`config.mk`:
```
export PLATFORM = sky130hd
export DESIGN_NAME = irsir_codec
export DESIGN_NICKNAME = d
export VERILOG_FILES = /design/src/rtl/irsir_pkg.sv /design/src/rtl/irsir_sync.sv /design/src/rtl/irsir_encoder.sv /design/src/rtl/irsir_decoder.sv /design/src/rtl/irsir_codec.sv
export SDC_FILE = /design/constraint.sdc
export NUM_CORES = 1
export LEC_CHECK = 0
export BUFFER_PORTS_ARGS = -buffer_cell sky130_fd_sc_hd__buf_2
export CAP_MARGIN = 5
export CORE_MARGIN = 8
export CORE_UTILIZATION = 50
export CTS_BUF_LIST = sky130_fd_sc_hd__clkbuf_4 sky130_fd_sc_hd__clkbuf_8
export CTS_CLUSTER_SIZE = 16
export DETAILED_ROUTE_END_ITERATION = 12
export GPL_TIMING_DRIVEN = 0
export PLACE_DENSITY_LB_ADDON = 0.25
export SLEW_MARGIN = 20
export SYNTH_ARGS = -nofsm -noshare
export SYNTH_HDL_FRONTEND = slang
export SYNTH_SLANG_ARGS = --single-unit
```
`constraint.sdc`:
```
create_clock -name clk -period 3.5 [get_ports clk]
set_clock_uncertainty 0.1 [all_clocks]
set_input_delay 0.35 -clock clk [delete_from_list [all_inputs] [get_ports clk]]
set_output_delay 0.35 -clock clk [all_outputs]
set_load 0.05 [all_outputs]
```
`src/rtl/irsir_pkg.sv`:
```
package irsir_pkg;
  typedef enum logic {
    LINK_NRZ = 1'b0,
    LINK_SIR = 1'b1
  } link_mode_e;
endpackage

```
`src/rtl/irsir_sync.sv`:
```
module irsir_sync #(
  parameter int   STAGES    = 2,
  parameter logic RESET_VAL = 1'b0
) (
  input  logic clk,
  input  logic rst_n,
  input  logic d,
  output logic q
);
  logic [STAGES-1:0] chain;

  generate
    if (STAGES == 1) begin : g_single
      always_ff @(posedge clk or negedge rst_n) begin
        if (!rst_n) chain <= RESET_VAL;
        else        chain <= d;
      end
    end else begin : g_chain
      always_ff @(posedge clk or negedge rst_n) begin
        if (!rst_n) chain <= {STAGES{RESET_VAL}};
        else        chain <= {chain[STAGES-2:0], d};
      end
    end
  endgenerate

  assign q = chain[STAGES-1];
endmodule

```
`src/rtl/irsir_encoder.sv`:
```
module irsir_encoder #(
  parameter int OVERSAMPLE  = 16,
  parameter int PULSE_TICKS = 3
) (
  input  logic clk,
  input  logic rst_n,
  input  logic tick,
  input  logic enable,
  input  logic nrz_in,
  output logic pulse_out
);
  localparam int PH_W = $clog2(OVERSAMPLE);

  logic [PH_W-1:0] phase_q, phase_nxt;
  logic            bit_q;
  logic            pulse_q;
  logic            bit_change;

  // Cell counter realigns on every data transition, else wraps per cell.
  always_comb begin
    bit_change = (nrz_in != bit_q);
    if (bit_change)                              phase_nxt = '0;
    else if (phase_q == PH_W'(OVERSAMPLE - 1))   phase_nxt = '0;
    else                                         phase_nxt = phase_q + PH_W'(1);
  end

  always_ff @(posedge clk or negedge rst_n) begin
    if (!rst_n) begin
      bit_q   <= 1'b1;
      phase_q <= '0;
      pulse_q <= 1'b0;
    end else if (tick) begin
      bit_q   <= nrz_in;
      phase_q <= phase_nxt;
      pulse_q <= enable && !nrz_in && (phase_nxt < PH_W'(PULSE_TICKS));
    end else if (!enable) begin
      pulse_q <= 1'b0;
    end
  end

  assign pulse_out = pulse_q;
endmodule

```
`src/rtl/irsir_decoder.sv`:
```
module irsir_decoder #(
  parameter int HOLD_TICKS = 16
) (
  input  logic clk,
  input  logic rst_n,
  input  logic tick,
  input  logic enable,
  input  logic ir_sync,
  output logic nrz_out
);
  // One extra tick covers synchroniser latency so adjacent zero cells merge.
  localparam int LOAD  = HOLD_TICKS + 1;
  localparam int CNT_W = $clog2(LOAD + 1);

  logic             prev_q;
  logic [CNT_W-1:0] hold_q;
  logic             rise;

  assign rise = ir_sync && !prev_q;

  always_ff @(posedge clk or negedge rst_n) begin
    if (!rst_n) begin
      prev_q <= 1'b0;
      hold_q <= '0;
    end else begin
      prev_q <= ir_sync;
      if (!enable)                  hold_q <= '0;
      else if (rise)                hold_q <= CNT_W'(LOAD);
      else if (tick && hold_q != '0) hold_q <= hold_q - CNT_W'(1);
    end
  end

  assign nrz_out = (hold_q == '0);
endmodule

```
`src/rtl/irsir_codec.sv`:
```
module irsir_codec
  import irsir_pkg::*;
#(
  parameter int OVERSAMPLE  = 16,
  parameter int PULSE_TICKS = 3,
  parameter int HOLD_TICKS  = 16,
  parameter int SYNC_STAGES = 2
) (
  input  logic clk,
  input  logic rst_n,
  input  logic tick16,
  input  logic ir_en,
  input  logic tx_nrz,
  output logic tx_ir,
  input  logic rx_ir,
  output logic rx_nrz
);
  link_mode_e mode;
  logic       enc_pulse;
  logic       rx_synced;
  logic       dec_nrz;

  assign mode = ir_en ? LINK_SIR : LINK_NRZ;

  irsir_encoder #(
    .OVERSAMPLE (OVERSAMPLE),
    .PULSE_TICKS(PULSE_TICKS)
  ) u_enc (
    .clk      (clk),
    .rst_n    (rst_n),
    .tick     (tick16),
    .enable   (ir_en),
    .nrz_in   (tx_nrz),
    .pulse_out(enc_pulse)
  );

  irsir_sync #(
    .STAGES   (SYNC_STAGES),
    .RESET_VAL(1'b0)
  ) u_sync (
    .clk  (clk),
    .rst_n(rst_n),
    .d    (rx_ir),
    .q    (rx_synced)
  );

  irsir_decoder #(
    .HOLD_TICKS(HOLD_TICKS)
  ) u_dec (
    .clk    (clk),
    .rst_n  (rst_n),
    .tick   (tick16),
    .enable (ir_en),
    .ir_sync(rx_synced),
    .nrz_out(dec_nrz)
  );

  always_comb begin
    case (mode)
      LINK_SIR: begin
        tx_ir  = enc_pulse;
        rx_nrz = dec_nrz;
      end
      default: begin
        tx_ir  = tx_nrz;
        rx_nrz = rx_ir;
      end
    endcase
  end
endmodule

```
==> After elaboration in Yosys (flattened, before gate mapping) <==
Index checks and enable logic that the tools add are counted.
{ "word_totals": {"reg_bits": 14, "latch_bits": 0, "ram_bits": 0, "mem_bits_ro": 0, "in_bits": 6, "output_inout_bits": 2, "memories": 0} }
{ "op_classes": {"add_sub_neg": 2, "mul": 0, "n_div": 0, "magnitude_cmp": 1, "n_eq_ne": 4, "shifts": 0, "mux": 10, "n_bitwise": 0, "n_reduce_logical": 8} }
{ "op_table": {"columns": ["op", "n"], "rows": [
  ["2-to-1 mux 5 bit", 3],
  ["2-to-1 mux 4 bit", 2],
  ["zero test 5 bit", 1],
  ["2-to-1 mux 1 bit", 5],
  ["nonzero test 5 bit", 1],
  ["subtractor 5 x 1 -> 5 bit (second input constant)", 1],
  ["adder 4 x 1 -> 4 bit (second input constant)", 1],
  ["== test 4 bit (second input constant)", 1],
  ["logical AND 1 bit", 4],
  ["< comparator 4 x 2 -> 1 bit (second input constant)", 1],
  ["inequality test 3 x 1 -> 1 bit (second input constant)", 1],
  ["zero test 1 bit", 2],
  ["inequality test 2 bit (second input constant)", 1],
  ["inequality test 1 bit", 1]
]} }

==> Logic depth before layout (Yosys ltp) <==
{ "depth": {"depth_word": 6, "depth_mapped": 5, "ltp_nobuf": 5} }

==> Cells and area by module <==
From an unflattened synthesis, not the netlist that was laid out.
{ "unflattened": {"cells_unflattened": 70, "hier_area_um2": 737.0} }
{ "modules_own_cells": {"columns": ["module", "n_inst", "cells_per_inst", "area_per_inst_um2", "seq_area_each_um2"], "rows": [
  ["irsir_encoder", 1, 35, 354.1, 151.4],
  ["irsir_decoder", 1, 31, 310.3, 150.1],
  ["irsir_sync", 1, 2, 50.0, 50.0],
  ["irsir_codec", 1, 2, 22.5, 0.0]
]} }

==> Least setup slack after synthesis <==
OpenSTA, ideal clock, no wires.
{ "synth_path": {"path_kind": "reg2out", "start": "register u_dec.hold_q[0]", "end": "output rx_nrz", "arrival_ns": 1.408, "setup_slack_ns": 1.642, "stages_incl_launch_ff": 5, "n_path_buf": 0, "path_cell_list": "dfrtp_1 > inv_1 > ha_1 > nor4b_2 > mux2_2"} }
{ "synth_via": {"elab_chain_len": 2} }
{ "synth_lines": {"columns": ["element", "line", "text"], "rows": [
  ["start: declaration", "irsir_decoder.sv:16", "logic [CNT_W-1:0] hold_q;"],
  ["start signal: assignment", "irsir_decoder.sv:28", "else if (rise) hold_q <= CNT_W'(LOAD);"],
  ["start signal: assignment", "irsir_decoder.sv:29", "else if (tick && hold_q != '0) hold_q <= hold_q - CNT_W'(1);"],
  ["zero test 5 bit", "irsir_decoder.sv:33", "assign nrz_out = (hold_q == '0);"],
  ["2-to-1 mux 1 bit", "irsir_codec.sv:59", "case (mode)"],
  ["end: declaration", "irsir_codec.sv:16", "output logic rx_nrz"]
]} }
Every way passes these cells.

==> Final worst setup path <==
Ends and elaborated chain as after synthesis.

==> out/metrics.yaml <==
outcome:
  outcome: "finished, final reports clean"
setup_path:
  slowest_delay_ps: 550
  crit_path_end_kind: "primary output"
  worstSetupStartpointType: "flop"
  crit_type: "reg2out"
  critical_path_arrival_ps: 2010
  crit_family: "simple AND/OR/NAND/NOR gates"
  slowest_stage: "nor4b_2"
  cp.depth: 5
  path_buf_inv: 2
  crit_chain: "inv_1, ha_1, nor4b_2, mux2_2, buf_2"
  reg2regPathDepth: 5
  crit_fanout: 8
  crit_required_ps: 3050
  r2r_slack_ps: 1790
global_route:
  grt_pass1_vias: 583
  grt_overflow_total: 0
  track_usage_pct: 11.7
  grt_pass1_wl_mm: 2.50
  antenna_found_initial: 0
  grt_max_degree: 15
detailed_routing:
  drc: 0
  postRouteAntennaNets: 0
  drt_wl_total_mm: 1.36
  firstDrtPassIters: 3
  vias: 533
  drt-initial-drc-count: 7
  drt-vias-per-instance: 5.67
  drt-wirelength-per-cell_um: 14.4
yosys:
  ys_ff_latch: 14
  synth_cells: 67
  synth_top_area_share_pct: 45.4
  synth_top_family_by_area: "compound AO/OA/AOI/OAI gates"
  ys_types: 30
  yosys_warnings: 0
  synth-edff-count: 0
  synth_ff_type: "dfrtp_1"
  seq_area_frac_synth_pct: 49.0
  synthTopCellsByArea: "dfrtp_1 45%, inv_1 4.2%, dfstp_2 3.7%"
  synth_top_area_cell: "dfrtp_1"
  async_flop_share_pct: 100
  synth_area_per_cell_um2: 10.7
  yosys.area_share.adder_pct: 3.49
  synth-compound-area-share_pct: 17.5
  synth_xor_area_share_pct: 2.44
  synthesis.nets: 75
  synth_simple_gate_area_share_pct: 16.4
  synth_area_um2: 717
  synthMuxAreaShare_pct: 5.93
cells_and_area:
  area.growth.synth_to_final_pct: 13.1
  fin_area_um2: 811
  final_layout_size_suffix_gt1_share_pct: 21.5
  final_nets: 88
  stdcell_count: 94
  diodes: 0
placed_design:
  gp_congestion: 0.801
  port_buffers: 7
  hpwlAfterDp_um: 967
  placed_area_um2: 771
  place_ws_ps: 1360
  dp_cells: 89
worst_hold_path:
  min_path_type: "in2reg"
  min_path_cells: 1
job:
  cap_viol_max_count: 0
pwr:
  p_leak_nw: 0.387
  power_density_nw_per_um2: 489
  max-vdd-ir-drop_uv: 332
timing:
  post-route-period-util_pct: 70.2
  maxSlewViolCount: 0
  rsz0062_at_grt: "false"
  tightest_slew_ps: 646
  maxSlewHeadroom_pct: 56.8
  min_period_ps: 2460
  finalHoldViolCount: 0
  worst_slack_ps: 1040
  setup_viol: 0
  max_freq_mhz: 407
  fin_tns_setup_ps: 0
floorplan:
  die_area_um2: 2900
  chipWidth_um: 53.9
  fp.dieH_um: 53.9
  start_util_pct: 54.4
  placementRows: 13
  ioPinCount: 8
  core_um2: 1320
clock_network:
  path_clk_slew_ps: 80
  cts_max_path_buffers: 2
  cts_resized: 0
  numCtsBuffers: 3
  cts_root_buf: "clkbuf_4"
  clock_latency_ps: 280
  cts_sinks: 14
  cts_setup_buffers: 0
  cts_tree: "yes"
  cts_htree_levels: 1
-- where the power goes --
group / internal [mW] / switching (mW)
clock network: 0.0521 / 0.0529
registers: 0.179 / 0.0156
logic: 0.0414 / 0.0557
-- cell usage in the layout, fill, tap and decap left out --
cell           synthesis  layout
and3b_1                1       1
dfstp_2                1       1
a2111oi_0              1       1
mux2_2                 2       2
nand2b_1               3       3
nand3_1                5       5
clkbuf_4               0       4
or4b_4                 1       1
a21oi_1                3       3
or4b_1                 1       1
a2bb2oi_1              1       1
or3_1                  1       1
o2111ai_1              1       1
dlygate4sd3_1          0       1
buf_4                  1       1
nor3_1                 1       1
dfrtp_1               13      13
xor2_1                 1       1
xnor2_1                1       1
o41ai_1                1       1
o22ai_1                1       1
mux2i_1                2       2
o21ai_0                3       3
a31oi_1                3       3
buf_2                  0       7
o21ba_1                1       1
o21a_1                 1       1
o31ai_1                1       1
inv_1                  8       8
nand2_1                4       4
nor4b_2                1       1
ha_1                   2       2
o211a_1                1       1
-- layer usage --
metal	vias to the layer above	global-route usage, %	part of all wire, %
li1	272	-	-
met5	-	0	0
met1	246	14.6	51
met3	5	2.75	4.0
met4	0	7.56	2.9
met2	10	17.8	42
-- final timing paths --
| kind | end | from |
|---|---|---|
| max in group asynchronous | u_enc.bit_q | rst_n |
| min | u_sync.chain[0] | rx_ir |
| max reg2reg | u_dec.hold_q[0] | u_dec.hold_q[0] |
| min in group asynchronous | u_enc.pulse_out | rst_n |
| max | rx_nrz | u_dec.hold_q[0] |
| min reg2reg | u_sync.chain[1] | u_sync.chain[0] |
-- state kept, by name, summed over array words and instances, names as in the netlist --
name / flops
u_dec.prev_q: 1
u_sync.chain: 2
u_dec.hold_q: 5
u_enc.phase_q: 4
u_enc.pulse_out: 1
u_enc.bit_q: 1
-- cell type report --
cell class	count	area (µm²)
Clock buffer	4	30.0
Inverter	8	30.0
Buffer	1	7.51
Sequential cell	14	352
Timing Repair Buffer	8	45.0
Tap cell	15	18.8
Fill cell	103	507
Multi-Input combinational cell	44	328
-- metrics by stage --
| stage | utilization (%) | power, mW | hold WS, ps |
|---|---|---|---|
| after floorplan | - | 0.268 | -45.6 |
| after global placement | 58.5 | 0.290 | 161 |
| after detailed placement | 58.5 | 0.294 | 164 |
| after CTS | 61.5 | 0.399 | 79.5 |
| after global routing | 61.5 | 0.419 | 74.6 |
| final | 61.5 | 0.396 | 80.7 |
-- cells in the mapped netlist (2+ instances only) --
cell type and n:
nand3_1 5, o21ai_0 3, mux2i_1 2, mux2_2 2, dfrtp_1 13, inv_1 8
ha_1 2, nand2_1 4, a21oi_1 3, a31oi_1 3, nand2b_1 3
-- cells by family (layout without fill, tap and decap cells) --
family          Yosys count  in the layout
compound gates           18             18
xor+xnor                  2              2
fa+ha+maj                 2              2
buf+inv                   9             21
flops                    14             14
mux                       4              4
simple gates             18             18
-- timing repair --
action / 4_1_cts / 5_1_grt
endpoints found under the setup margin: 0 / 0
endpoints found under the hold margin: 13 / 0
hold buffers: 1 / 0
Power figures use the tool's default switching activity.
